## src/rtl/otp_prog_seq.sv

```systemverilog
module otp_prog_seq #(
  parameter int AW = 11,
  parameter int DW = 10,
  parameter int BW = 8,
  parameter logic [AW-1:0] LAST_ADDR = 11'h7E9
) (
  input  logic          clk,
  input  logic          rst_n,
  input  logic [3:0]    mode_i,
  input  logic          pclk_i,
  input  logic [BW-1:0] bus_i,
  output logic [BW-1:0] bus_o,
  output logic          bus_oe_o,
  output logic [AW-1:0] mem_addr_o,
  output logic          mem_we_o,
  output logic [DW-1:0] mem_wdata_o,
  input  logic [DW-1:0] mem_rdata_i
);
  localparam int HW = DW - BW;

  typedef enum logic [1:0] {M_INH, M_CLR, M_WR, M_VER} mode_e;

  mode_e mode_d, mode_q;
  logic [2:0] pc_sh;
  logic [1:0] cnt;
  logic [AW-1:0] addr;
  logic fall, phase_hi, we_q;
  logic [DW-1:0] wdata_q;

  always_comb begin
    case (mode_i)
      4'b0101: mode_d = M_CLR;
      4'b1110: mode_d = M_WR;
      4'b1100: mode_d = M_VER;
      default: mode_d = M_INH;
    endcase
  end

  assign fall     = pc_sh[2] & ~pc_sh[1];
  assign phase_hi = cnt[0] ^ cnt[1];

  always_ff @(posedge clk or negedge rst_n) begin
    if (!rst_n) begin
      mode_q  <= M_INH;
      pc_sh   <= '0;
      cnt     <= '0;
      addr    <= '0;
      we_q    <= 1'b0;
      wdata_q <= '0;
    end else begin
      mode_q <= mode_d;
      pc_sh  <= {pc_sh[1:0], pclk_i};
      if (mode_q == M_CLR) begin
        cnt  <= '0;
        addr <= '0;
      end else if (fall) begin
        cnt <= cnt + 2'd1;
        if (cnt == 2'd2 && addr != LAST_ADDR) addr <= addr + 1'b1;
      end
      we_q <= (mode_d == M_WR) && (mode_q != M_WR);
      wdata_q <= phase_hi ? {bus_i[HW-1:0], mem_rdata_i[BW-1:0]}
                          : {mem_rdata_i[DW-1:BW], bus_i};
    end
  end

  assign mem_addr_o  = addr;
  assign mem_we_o    = we_q;
  assign mem_wdata_o = wdata_q;
  assign bus_oe_o    = (mode_q == M_VER);
  assign bus_o = !bus_oe_o ? '0 :
                 phase_hi  ? {{(BW-HW){1'b0}}, mem_rdata_i[DW-1:BW]} :
                             mem_rdata_i[BW-1:0];
endmodule

```

## config.mk

```make
export PLATFORM = sky130hd
export DESIGN_NAME = otp_prog_seq
export DESIGN_NICKNAME = d
export VERILOG_FILES = /design/src/rtl/otp_prog_seq.sv
export SDC_FILE = /design/constraint.sdc
export NUM_CORES = 1
export LEC_CHECK = 0
export BUFFER_PORTS_ARGS = -buffer_cell sky130_fd_sc_hd__buf_2
export CORE_ASPECT_RATIO = 1.4
export CORE_MARGIN = 2
export CORE_UTILIZATION = 42
export CTS_CLUSTER_SIZE = 30
export DETAILED_ROUTE_END_ITERATION = 12
export MAX_ROUTING_LAYER = met4
export PLACE_DENSITY = 0.74
export RECOVER_POWER = 50
export SLEW_MARGIN = 20
export SYNTH_ARGS = -nofsm -noshare
export SYNTH_HDL_FRONTEND = slang
export SYNTH_SLANG_ARGS = --single-unit
```

## constraint.sdc

```tcl
create_clock -name clk -period 1.5 [get_ports clk]
set_input_delay 0.3 -clock clk [delete_from_list [all_inputs] [get_ports clk]]
set_output_delay 0.3 -clock clk [all_outputs]
set_load 0.02 [all_outputs]
```

# Word-level counts from Yosys, hierarchy flattened
# Index checks and enable logic that the tools add are counted.
[totals]
out_inout_bits = 31
register_bits = 29
[op_classes]
n_eq_ne = 9
bitwise_logic = 3
reduce_logical = 5
add_sub_neg = 2
mux = 9
[ops]
columns = ["op", "n"]
rows = [
  ["two-way mux 11 bit", 3],
  ["two-way mux 8 bit", 2],
  ["adder 11 x 1 -> 11 bit, second input constant", 1],
  ["inequality test 11 bit, second input constant", 1],
  ["two-way mux 10 bit", 1],
  ["== test 4 bit, second input constant", 2],
  ["== test 2 bit, second input constant", 3],
  ["one-hot mux 2 bit (3 select lines)", 1],
  ["== test 4 x 3 -> 1 bit, second input constant", 1],
  ["two-way mux 2 bit", 2],
  ["nonzero test 2 bit", 2],
  ["adder 2 x 1 -> 2 bit, second input constant", 1],
  ["== test 2 x 1 -> 1 bit, second input constant", 1],
  ["logical AND 1 bit", 2],
  ["inequality test 2 bit, second input constant", 1],
  ["AND reduction 2 bit", 1],
  ["AND 1 bit", 1],
  ["inverter 1 bit", 1],
  ["XOR 1 bit", 1],
]

# Logic depth before layout (Yosys ltp)
# Gate-level depths: netlist of run 1.
[logic_depth]
depth_word = 5
ltp_mapped = 6
ltp_nobuf = 6

# Worst setup path after synthesis of run 1
# No wires, ideal clock.
[synth_timing]
path_type = "flip-flop to output port"
from = "register cnt[1]"
to = "output port bus_o[0]"
slack_ps = -108
stages_incl_launch_ff = 5
t_arrival_ps = 1308
path_cell_list = "dfrtp_1 > ha_1 > buf_2 > mux2i_1 > nor2_1"
[synth_between]
elab_chain_len = 3
[synth_rtl]
columns = ["item", "line", "source"]
rows = [
  ["start: declaration", "25", "logic [1:0] cnt;"],
  ["start signal: assignment", "57", "cnt <= cnt + 2'd1;"],
  ["XOR 1 bit", "40", "assign phase_hi = cnt[0] ^ cnt[1];"],
  ["two-way mux 8 bit", "71", "phase_hi ? {{(BW-HW){1'b0}}, mem_rdata_i[DW-1:BW]} :"],
  ["two-way mux 8 bit", "70", "assign bus_o = !bus_oe_o ? '0 :"],
  ["end: declaration", "12", "output logic [BW-1:0] bus_o,"],
]
# No other way between the ends.

# Final worst setup path of run 1
[layout_timing]
from = "register cnt[1]"
to = "output port bus_o[1]"
# The elaborated chain is that of the path after synthesis.

==> metrics.log, run 1 <==
[metrics] starting utilization of the core area: 43.9%
[metrics] number of cells traversed by the worst register-to-register path: 6
[metrics] violated checks: negative setup slack
[metrics] setup repair after global routing missed its margin: yes
[metrics] Post-Syn Area: 0.00136 mm2
[metrics] share of the cycle needed by the critical path after routing: 122%
[metrics] TritonCTS clock tree: built
[metrics] sequential share of the synthesized area: 53.5%
[metrics] port buffer count: 55
[metrics] outcome: complete, but fails checks
[metrics] DRC: 0
[metrics] DIE HEIGHT: 71.3 um
[metrics] average instance area after synthesis: 10.9 um2
[metrics] final weighted congestion in routability-driven placement: 0.823
[metrics] first-pass GRT wire length: 5340 um
[metrics] number of pins with negative max-slew slack in the final report: 0
[metrics] final critical path time including I/O delays and setup: 1.82 ns
[metrics] total number of yosys warnings: 0
[metrics] cell-by-cell listing of the critical path: ha_4, buf_12, mux2i_2, nor2_2, buf_6
[metrics] Mapped Nets: 153
[metrics] actual transition at the worst max-transition pin: 0.729 ns
[metrics] library cells used by synthesis: 32
[metrics] clock tree root driver cell: clkbuf_8
[metrics] type of the most critical hold path: input port to flop
[metrics] routed wire length: 3500 um
[metrics] first-pass iteration count of the detailed router: 4
[metrics] Sequential cell area: ~730 um2
[metrics] worst setup path category: flop to output port
[metrics] Clock Path Buffers: 2
[metrics] number of buffers inserted during clock tree synthesis: 5
[metrics] DRC marker count from the first detailed-route iteration: 32
[metrics] stages on the worst setup path: 5
[metrics] net total in the final layout: around 230
[metrics] ys flop type: dfrtp_1
[metrics] number of diodes added for antenna fixing: 0
[metrics] Reg2Reg Setup Slack: -0.09 ns
[metrics] leading cell types in the layout, fill and taps excluded: 45 x buf_2, 27 x dfrtp_1, 14 x nor2_1
[metrics] endpoint of the worst register-to-register path: mem_wdata_o[3]$_DFF_PN0_
[metrics] max-cap check violation count: 0
[metrics] asr flop ratio synth: between 90% and 100%
[metrics] non-filler instance count after layout: 240
[metrics] upper clock frequency limit: between 0.5 and 0.6 GHz
[metrics] Cell Count Post-Placement: 225
[metrics] total number of vias: 1228
[metrics] Setup-failing EPs final: 18
[metrics] Post-Synthesis Cells: 125
[metrics] CP max stage cell: dfrtp_1
[metrics] commonest non-fill, non-tap cell in the layout: buf_2
[metrics] fill count: 238
[metrics] Leakage Power: 1.01 nW
[metrics] flip-flop and latch count after synthesis: 29
[metrics] number of I/O pins: 56
[metrics] number of antenna violations at the first check in global routing: 0
[metrics] Arr. time, crit path: 1.52 ns
[metrics] Max FO, Critical Path: 3
[metrics] finished layout cell area: 0.00202 mm2
[metrics] final hold viol count: 0
[metrics] worst setup path end: bus_o[1]
[metrics] clock-pin slew reported for the worst setup and hold paths after clock tree synthesis: 0.06 ns
[metrics] P&R area growth vs syn: 49.1%
[metrics] horizontal die dimension: ~52 um
[metrics] worst slew margin relative to its limit: between 50% and 60%
[metrics] estimated wirelength of the detail-placed design: 2380 um
[metrics] Data required, critical path: 1.20 ns
[metrics] largest net degree at the start of global routing: 30
[metrics] global routing usage summed across all routing layers: 20.4%
[metrics] first element of the critical path: cnt[1]$_DFFE_PN0P_
[metrics] Setup crit end kind: output port
[metrics] clock latency on the worst-skew pair: 0.28 ns
[metrics] WL/cell: around 15 um
[metrics] multi-input combinational cell area: 674 um2
[metrics] Floorplan Core Area: 0.00309 mm2
[metrics] Max stage delay on crit path: 0.41 ns
[metrics] P per Cell Area: 1630 mW/mm2
[metrics] instance area after placement: 0.00177 mm2
[metrics] RR Startpoint: cnt[1]$_DFFE_PN0P_
[metrics] Final WS setup: -0.324 ns
[metrics] number of enable flip-flop cells after synthesis: 0
[metrics] die area: 0.00371 mm2
[metrics] proportion of layout cells with a drive suffix above 1: 49.8%
[metrics] CP Buf/Inv Count: 2
[metrics] sort of element at the start of the critical path: flop
[metrics] Avg Vias per Cell: 5.12
[metrics] count of clock tree sinks: 29
[metrics] number of cell rows: 24
[metrics] kind of cell adding the most delay to the critical path: flip-flops
[metrics] number of H-tree levels: 2
[metrics] number of global-route vias before repair: 1234
[metrics] Core Util, Final: 65.5%
[metrics] grt total ovfl: 0
[metrics] post-layout total power: 0.00330 W
[metrics] count of antenna-violating nets left after detailed routing: 0
[metrics] IR Drop Worst-Case VDD: 0.00121 V
[metrics] worst setup skew after layout: 0.00376 ns
[layer usage]
layer  wire length (um)  part of all wire [%]  global-route usage, %
met2               1810                    52                   33.5
met3                286                   8.2                   7.08
met1               1330                    38                   21.6
met4                 72                   2.1                   9.36
met5                  0                     0                      -
[report_power, final]
part | total (W) | switching (W) | internal (W)
sequential | 0.00106 | 0.0000862 | 0.000969
combinational | 0.00165 | 0.000737 | 0.000911
clock | 0.000597 | 0.000269 | 0.000328
total | 0.00330 | 0.00109 | 0.00221
[sequential cells by signal (all words and copies together), names as in the netlist]
name         flops
mode_q           2
mem_addr_o      11
pc_sh            3
mem_wdata_o     10
mem_we_o         1
cnt              2
[area by class of cell]
| cell class | instances | share of cell area [%] |
|---|---|---|
| inverters | 6 | 1.11 |
| well taps | 39 | 2.41 |
| repair buffers | 71 | 23.2 |
| clock buffers | 8 | 3.96 |
| multi-input cells | 87 | 33.3 |
| flip-flops and latches | 29 | 36.0 |
[synth_stat cells, types with 2 or more instances]
| library cell | n | share of area (%) |
|---|---|---|
| inv_1 | 6 | 1.7 |
| a21oi_1 | 2 | 0.74 |
| xor2_1 | 2 | 1.3 |
| nor2_1 | 16 | 4.4 |
| nor4_1 | 2 | 0.92 |
| xnor2_1 | 7 | 4.5 |
| nand2_1 | 8 | 2.2 |
| and2_1 | 6 | 2.8 |
| nand4_1 | 4 | 1.8 |
| nor3_1 | 5 | 1.8 |
| dfrtp_1 | 29 | 53 |
| mux2i_1 | 2 | 1.5 |
| o21ai_0 | 4 | 1.5 |
| mux2_2 | 10 | 8.3 |
| ha_1 | 3 | 2.8 |
| nand3_1 | 3 | 1.1 |
[cells by family (layout without fill, tap and decap cells)]
family,after synthesis,after routing,synth area share (%)
AND/OR/NAND/NOR,54,54,20.8
adder cells (fa/ha/maj),3,3,2.77
AO/OA/AOI/OAI,9,9,4.24
multiplexers,12,12,9.77
flip-flops,29,29,53.5
buffers and inverters,9,85,3.13
XOR/XNOR,9,9,5.81
[worst min path at each step]
stage	from	to	cells after the start
finish	pclk_i	pc_sh[0]$_DFF_PN0_	1
global route	pclk_i	pc_sh[0]$_DFF_PN0_	1
floorplan	rst_n	cnt[0]$_DFFE_PN0P_	0
CTS	pclk_i	pc_sh[0]$_DFF_PN0_	1
detailed placement	rst_n	mem_addr_o[4]$_DFFE_PN0P_	2
global placement	rst_n	mem_addr_o[4]$_DFFE_PN0P_	2
[through the flow]
| step | worst slack, ns | hold WS, ns | setup TNS [ns] |
|---|---|---|---|
| CTS | -0.321 | 0.116 | -2.33 |
| detailed placement | -0.0401 | 0.259 | -0.241 |
| finish | -0.324 | 0.129 | -3.14 |
| global placement | 0.00677 | 0.260 | 0 |
| global route | -0.370 | 0.121 | -3.68 |
| floorplan | 0.00144 | 0.00441 | 0 |
[timing repair]
item                                   in CTS  in global routing
setup endpoints to repair                   8                 21
hold buffers                                1                  0
buffers inserted                            1                  5
pin swaps                                   6                  5
endpoints found under the hold margin      29                  0
gates resized for setup                    24                 17
No activity file was read; power rests on OpenSTA's default activity.
==> inputs of run 2 (changes only) <==
Settings changed: PLACE_DENSITY 0.74 to 0.73.
==> run 2 against run 1 <==
- the flow still finishes with violations (negative setup slack)
- setup slack improved by 0.022 ns
- hold slack got worse by 0.050 ns
- sequential share of layout area increased by 1.6 points
- highest routed layer unchanged
==> metrics.log, run 2 (synthesis gave the netlist of run 1 again) <==
[metrics] WL/cell: 13.4 um (was 14.6 um)
[metrics] clock latency on the worst-skew pair: 0.27 ns (was 0.28 ns)
[metrics] IR Drop Worst-Case VDD: 0.00111 V (was 0.00121 V)
[metrics] number of diodes added for antenna fixing: 0 (unchanged)
[metrics] estimated wirelength of the detail-placed design: 2300 um (was 2380 um)
[metrics] instance area after placement: 0.00174 mm2 (was 0.00177 mm2)
[metrics] finished layout cell area: 0.00194 mm2 (was 0.00202 mm2)
[metrics] number of buffers inserted during clock tree synthesis: 5 (unchanged)
[metrics] number of pins with negative max-slew slack in the final report: 0 (unchanged)
[metrics] number of cell rows: 24 (unchanged)
[metrics] horizontal die dimension: 52.1 um (unchanged)
[metrics] final hold viol count: 0 (unchanged)
[metrics] share of the cycle needed by the critical path after routing: 120% (was 122%)
[metrics] worst setup skew after layout: 0.00194 ns (was 0.00376 ns)
[metrics] largest net degree at the start of global routing: 30 (unchanged)
[metrics] routed wire length: 3150 um (was 3500 um)
[metrics] Setup crit end kind: output port (unchanged)
[metrics] Arr. time, crit path: 1.50 ns (was 1.52 ns)
[metrics] number of I/O pins: 56 (unchanged)
[metrics] outcome: complete, but fails checks (unchanged)
[metrics] number of H-tree levels: 2 (unchanged)
[metrics] Final WS setup: -0.302 ns (was -0.324 ns)
[metrics] P per Cell Area: 1530 mW/mm2 (was 1630 mW/mm2)
[metrics] final critical path time including I/O delays and setup: 1.80 ns (was 1.82 ns)
[metrics] Floorplan Core Area: 0.00309 mm2 (unchanged)
[metrics] worst setup path category: flop to output port (unchanged)
[metrics] worst hold margin: 0.0784 ns (was 0.129 ns)
[metrics] count of clock tree sinks: 29 (unchanged)
[metrics] net total in the final layout: 223 (was 228)
[metrics] commonest non-fill, non-tap cell in the layout: buf_2 (unchanged)
[metrics] Cell Count Post-Placement: 222 (was 225)
[metrics] number of buffers added to fix hold violations after cts: 0 (was 1)
[metrics] grt total ovfl: 0 (unchanged)
[metrics] first-pass iteration count of the detailed router: 4 (unchanged)
[metrics] Leakage Power: 0.947 nW (was 1.01 nW)
[metrics] non-filler instance count after layout: 234 (was 240)
[metrics] first-pass GRT wire length: 5060 um (was 5340 um)
[metrics] port buffer count: 55 (unchanged)
[metrics] kind of cell adding the most delay to the critical path: flip-flops (unchanged)
[metrics] DIE HEIGHT: 71.3 um (unchanged)
[metrics] DRC: 0 (unchanged)
[metrics] CP max stage cell: dfrtp_1 (unchanged)
[metrics] clock-pin slew reported for the worst setup and hold paths after clock tree synthesis: 0.06 ns (about the same)
[metrics] max-cap check violation count: 0 (unchanged)
[metrics] upper clock frequency limit: 0.555 GHz (was 0.548 GHz)
[metrics] worst slew margin relative to its limit: 51.2% (was 51.4%)
[metrics] number of antenna violations at the first check in global routing: 0 (unchanged)
[metrics] Setup-failing EPs final: 8 (was 18)
[metrics] global routing usage summed across all routing layers: 18.9% (was 20.4%)
[metrics] die area: 0.00371 mm2 (unchanged)
[metrics] P&R area growth vs syn: 43.0% (was 49.1%)
[metrics] DRC marker count from the first detailed-route iteration: 21 (was 32)
[metrics] proportion of layout cells with a drive suffix above 1: 49.7% (was 49.8%)
[metrics] total number of vias: 1219 (was 1228)
[metrics] Avg Vias per Cell: 5.21 (was 5.12)
[metrics] CP Buf/Inv Count: 2 (unchanged)
[metrics] final weighted congestion in routability-driven placement: 0.790 (was 0.823)
[metrics] violated checks: negative setup slack (unchanged)
[metrics] type of the most critical hold path: input port to asynchronous set/reset pin (was input port to flop)
[metrics] Clock Path Buffers: 2 (unchanged)
[metrics] Reg2Reg Setup Slack: 0.01 ns (was -0.09 ns)
[metrics] cell-by-cell listing of the critical path: ha_4, buf_12, mux2i_2, nor2_2, buf_6 (unchanged)
[metrics] Data required, critical path: 1.20 ns (about the same)
[metrics] starting utilization of the core area: 43.9% (unchanged)
[metrics] Worst Setup Slack post-DPL: -0.0528 ns (was -0.0401 ns)
[metrics] setup repair after global routing missed its margin: yes (unchanged)
[metrics] clock tree root driver cell: clkbuf_8 (unchanged)
[metrics] TritonCTS clock tree: built (unchanged)
[metrics] number of global-route vias before repair: 1182 (was 1234)
[metrics] leading cell types in the layout, fill and taps excluded: 42 x buf_2, 26 x dfrtp_1, 13 x nor2_1 (was 45 x buf_2, 27 x dfrtp_1, 14 x nor2_1)
[metrics] Max stage delay on crit path: 0.41 ns (about the same)
[metrics] Largest register FFs: 11 (unchanged)
[metrics] actual transition at the worst max-transition pin: 0.732 ns (was 0.729 ns)
[metrics] sort of element at the start of the critical path: flop (unchanged)
[metrics] count of antenna-violating nets left after detailed routing: 0 (unchanged)
[metrics] Max FO, Critical Path: 4 (was 3)
[run 2: changes by cell type in the layout (fill, tap and decap cells not counted), sizes merged]
cell,delta
dlygate4sd3,-1
clkbuf,+1
buf,-6
[run 2: worst paths after layout]
kind                                           startpoint                         to  depth (start not counted)
max in group asynchronous                           rst_n  mem_addr_o[0]$_DFFE_PN0P_                          1
worst max register to register  mem_addr_o[4]$_DFFE_PN0P_  mem_addr_o[0]$_DFFE_PN0P_                          4
worst max-delay path                   cnt[1]$_DFFE_PN0P_                   bus_o[1]                          5
min in group clk                                   pclk_i         pc_sh[0]$_DFF_PN0_                          1
worst min register to register         pc_sh[0]$_DFF_PN0_         pc_sh[1]$_DFF_PN0_                          0
worst min-delay path                                rst_n  mem_addr_o[4]$_DFFE_PN0P_                          1
[run 2: per-stage QoR]
stage               power, W  util [%]  TNS (ns)
floorplan            0.00182         -         0
global placement     0.00224      56.2   -0.0765
detailed placement   0.00228      56.2    -0.276
CTS                  0.00297      61.0     -2.29
global route         0.00316      62.8     -2.62
finish               0.00298      62.8     -2.25
[run 2: layout make-up]
class	count	area, um2
fillers	260	1150
flip-flops and latches	29	729
multi-input cells	87	639
repair buffers	66	415
clock buffers	7	86.3
well taps	39	48.8
inverters	6	22.5
[run 2: what timing repair did]
action,4_1_cts,5_1_grt
pin swaps,3,8
endpoints found under the setup margin,8,11
gates resized for setup,19,13
setup buffers,1,4
[run 2: per-layer routing]
| layer | GRT usage (%) | vias up | wire (um) |
|---|---|---|---|
| met5 | - | - | 0 |
| met4 | 7.02 | 0 | 59 |
| met3 | 6.04 | 7 | 206 |
| met2 | 31.6 | 58 | 1580 |
| met1 | 20.7 | 585 | 1300 |
| li1 | - | 569 | - |
[run 2: where the power goes]
part	switching (W)	internal, W
logic	0.000637	0.000656
registers	0.0000878	0.000971
clock network	0.000261	0.000363
total	0.000986	0.00199
[run 2: worst reg2reg max path: stages, from the launching register on]
cell and delay, ns:
dfrtp_2 0.41, or2_1 0.25, o41a_1 0.48, xnor2_1 0.19, nor2_1 0.05
==> inputs of run 3 (changes only) <==
Settings changed: PLACE_DENSITY 0.73 to default, PLACE_DENSITY_LB_ADDON from default to 0.3.
==> run 3 against run 2 <==
- sequential share of layout area fell by 0.99 points
- power rose by 0.87%
- the flow still finishes with violations (negative setup slack)
- via count rose by 0.98%
- flip-flop and latch count did not move
- global-route usage rose by 1.7 points
- critical path depth did not move
- setup slack improved by 0.022 ns
- fmax rose by 1.3%
- register-to-register slack got worse by 0.03 ns
==> metrics.log, run 3 (synthesis gave the netlist of run 1 again) <==
[metrics] outcome: complete, but fails checks (unchanged)
[metrics] violated checks: negative setup slack (unchanged)
[metrics] IR Drop Worst-Case VDD: 0.00115 V (was 0.00111 V)
[metrics] Clock Path Buffers: 2 (unchanged)
[metrics] starting utilization of the core area: 43.9% (unchanged)
[metrics] sort of element at the start of the critical path: flop (unchanged)
[metrics] worst slew margin relative to its limit: 50.5% (was 51.2%)
[metrics] die area: 0.00371 mm2 (unchanged)
[metrics] WL/cell: 14.1 um (was 13.4 um)
[metrics] number of buffers inserted during clock tree synthesis: 5 (unchanged)
[metrics] global routing usage summed across all routing layers: 20.6% (was 18.9%)
[metrics] P&R area growth vs syn: 46.9% (was 43.0%)
[metrics] P per Cell Area: 1510 mW/mm2 (was 1530 mW/mm2)
[metrics] final weighted congestion in routability-driven placement: 0.811 (was 0.790)
[metrics] Reg2Reg Setup Slack: -0.02 ns (was 0.01 ns)
[metrics] number of cells traversed by the worst register-to-register path: 4 (unchanged)
[metrics] largest net degree at the start of global routing: 18 (was 30)
[metrics] max-cap check violation count: 0 (unchanged)
[metrics] Worst Setup Slack post-DPL: -0.0369 ns (was -0.0528 ns)
[metrics] worst setup path category: flop to output port (unchanged)
[metrics] Avg Vias per Cell: 5.13 (was 5.21)
[metrics] leading cell types in the layout, fill and taps excluded: 42 x buf_2, 26 x dfrtp_1, 13 x nor2_1 (unchanged)
[metrics] type of the most critical hold path: input port to flop (was input port to asynchronous set/reset pin)
[metrics] Floorplan Core Area: 0.00309 mm2 (unchanged)
[metrics] RR Startpoint: mem_addr_o[4]$_DFFE_PN0P_ (unchanged)
[metrics] final hold viol count: 0 (unchanged)
[metrics] worst setup skew after layout: 0.00281 ns (was 0.00194 ns)
[metrics] clock latency on the worst-skew pair: 0.28 ns (was 0.27 ns)
[metrics] Largest register FFs: 11 (unchanged)
[metrics] number of cell rows: 24 (unchanged)
[metrics] proportion of layout cells with a drive suffix above 1: 50.7% (was 49.7%)
[metrics] commonest non-fill, non-tap cell in the layout: buf_2 (unchanged)
[metrics] final critical path time including I/O delays and setup: 1.78 ns (was 1.80 ns)
[metrics] Final WS setup: -0.280 ns (was -0.302 ns)
[metrics] Max FO, Critical Path: 4 (unchanged)
[metrics] total number of vias: 1231 (was 1219)
[metrics] number of pins with negative max-slew slack in the final report: 0 (unchanged)
[metrics] endpoint of the worst register-to-register path: mem_addr_o[0]$_DFFE_PN0P_ (unchanged)
[metrics] Setup TNS Final: -2.15 ns (was -2.25 ns)
[metrics] count of clock tree sinks: 29 (unchanged)
[metrics] first-pass iteration count of the detailed router: 4 (unchanged)
[metrics] grt total ovfl: 0 (unchanged)
[metrics] number of antenna violations at the first check in global routing: 0 (unchanged)
[metrics] Setup crit end kind: output port (unchanged)
[metrics] DRC: 0 (unchanged)
[metrics] hold path depth: 1
[metrics] share of the cycle needed by the critical path after routing: 119% (was 120%)
[metrics] net total in the final layout: 228 (was 223)
[metrics] estimated wirelength of the detail-placed design: 2410 um (was 2300 um)
[metrics] setup repair after global routing missed its margin: yes (unchanged)
[metrics] Setup-failing EPs final: 9 (was 8)
[metrics] clock tree root driver cell: clkbuf_8 (unchanged)
[metrics] end point of the most critical hold path: pc_sh[0]$_DFF_PN0_
[metrics] DRC marker count from the first detailed-route iteration: 33 (was 21)
[metrics] horizontal die dimension: 52.1 um (unchanged)
[metrics] DIE HEIGHT: 71.3 um (unchanged)
[metrics] number of diodes added for antenna fixing: 0 (unchanged)
[metrics] number of I/O pins: 56 (unchanged)
[metrics] number of H-tree levels: 2 (unchanged)
[metrics] Leakage Power: 0.978 nW (was 0.947 nW)
[metrics] first-pass GRT wire length: 5550 um (was 5060 um)
[metrics] Data required, critical path: 1.20 ns (about the same)
[metrics] Arr. time, crit path: 1.48 ns (was 1.50 ns)
[metrics] number of global-route vias before repair: 1312 (was 1182)
[metrics] critical hold path startpoint: pclk_i
[metrics] upper clock frequency limit: 0.562 GHz (was 0.555 GHz)
[metrics] actual transition at the worst max-transition pin: 0.743 ns (was 0.732 ns)
[metrics] routed wire length: 3390 um (was 3150 um)
[metrics] port buffer count: 55 (unchanged)
[metrics] TritonCTS clock tree: built (unchanged)
[metrics] count of antenna-violating nets left after detailed routing: 0 (unchanged)
[metrics] clock-pin slew reported for the worst setup and hold paths after clock tree synthesis: 0.06 ns (about the same)
## run 3: changes by cell type in the layout (fill, tap and decap cells not counted), moves of 2 or more
cell      before  now
buf_4         10   12
clkbuf_1       5    7
clkinv_2       0    2
nor4_1         2    0
## run 3: cell type report
type	instances	area (um2)
Sequential cell	29	729
Clock inverter	2	10.0
Tap cell	39	48.8
Fill cell	258	1100
Clock buffer	6	72.6
Multi-Input combinational cell	87	661
Timing Repair Buffer	71	450
Inverter	6	22.5
## run 3: stage by stage
| step | instance area, um2 | hold slack, ns | std cells | utilization [%] | total power, W |
|---|---|---|---|---|---|
| 3_3_place_gp | 1760 | 0.217 | 223 | 56.8 | 0.00224 |
| 6_report | 1990 | 0.125 | 240 | 64.5 | 0.00300 |
| 4_1_cts | 1910 | 0.114 | 233 | 61.9 | 0.00295 |
| 2_1_floorplan | 1380 | 0.00441 | 125 | - | 0.00182 |
| 5_1_grt | 1990 | 0.120 | 240 | 64.5 | 0.00316 |
| 3_5_place_dp | 1760 | 0.221 | 223 | 56.8 | 0.00229 |
## run 3: how the worst max path moves through the flow
stage	startpoint	endpoint	slack [ns]
6_report	cnt[1]$_DFFE_PN0P_	bus_o[0]	-0.28
5_1_grt	cnt[1]$_DFFE_PN0P_	bus_o[1]	-0.33
4_1_cts	cnt[1]$_DFFE_PN0P_	bus_o[0]	-0.29
3_5_place_dp	cnt[0]$_DFFE_PN0P_	bus_o[3]	-0.04
3_3_place_gp	cnt[1]$_DFFE_PN0P_	bus_o[6]	-0.02
2_1_floorplan	mem_addr_o[0]$_DFFE_PN0P_	mem_addr_o[0]$_DFFE_PN0P_	0.001
## run 3: worst max-delay path, stage by stage, from the launching register on
cell and delay [ns]:
dfrtp_1 0.41, ha_4 0.30, buf_12 0.10, mux2i_1 0.21, nor2_2 0.06, buf_6 0.13
## run 3: per-layer routing
layer | routed length (um) | track usage [%] | share of wire [%]
met4 | 38 | 8.19 | 1.1
met1 | 1240 | 21.3 | 36
met5 | 0 | - | 0
met3 | 188 | 4.79 | 5.5
met2 | 1930 | 36.6 | 57
## run 3: power breakdown
group	leakage (nW)	internal, W	switching (W)	total [W]
Sequential	0.365	0.000971	0.0000900	0.00106
Clock	0.0450	0.000320	0.000287	0.000608
Combinational	0.568	0.000697	0.000637	0.00133
## run 3: timing repair
item / in CTS / in global routing
pin swaps: 5 / 10
setup endpoints to repair: 9 / 15
hold buffers: 1 / 0
resized for setup: 18 / 16
setup buffers: 1 / 7
endpoints found under the hold margin: 12 / 0
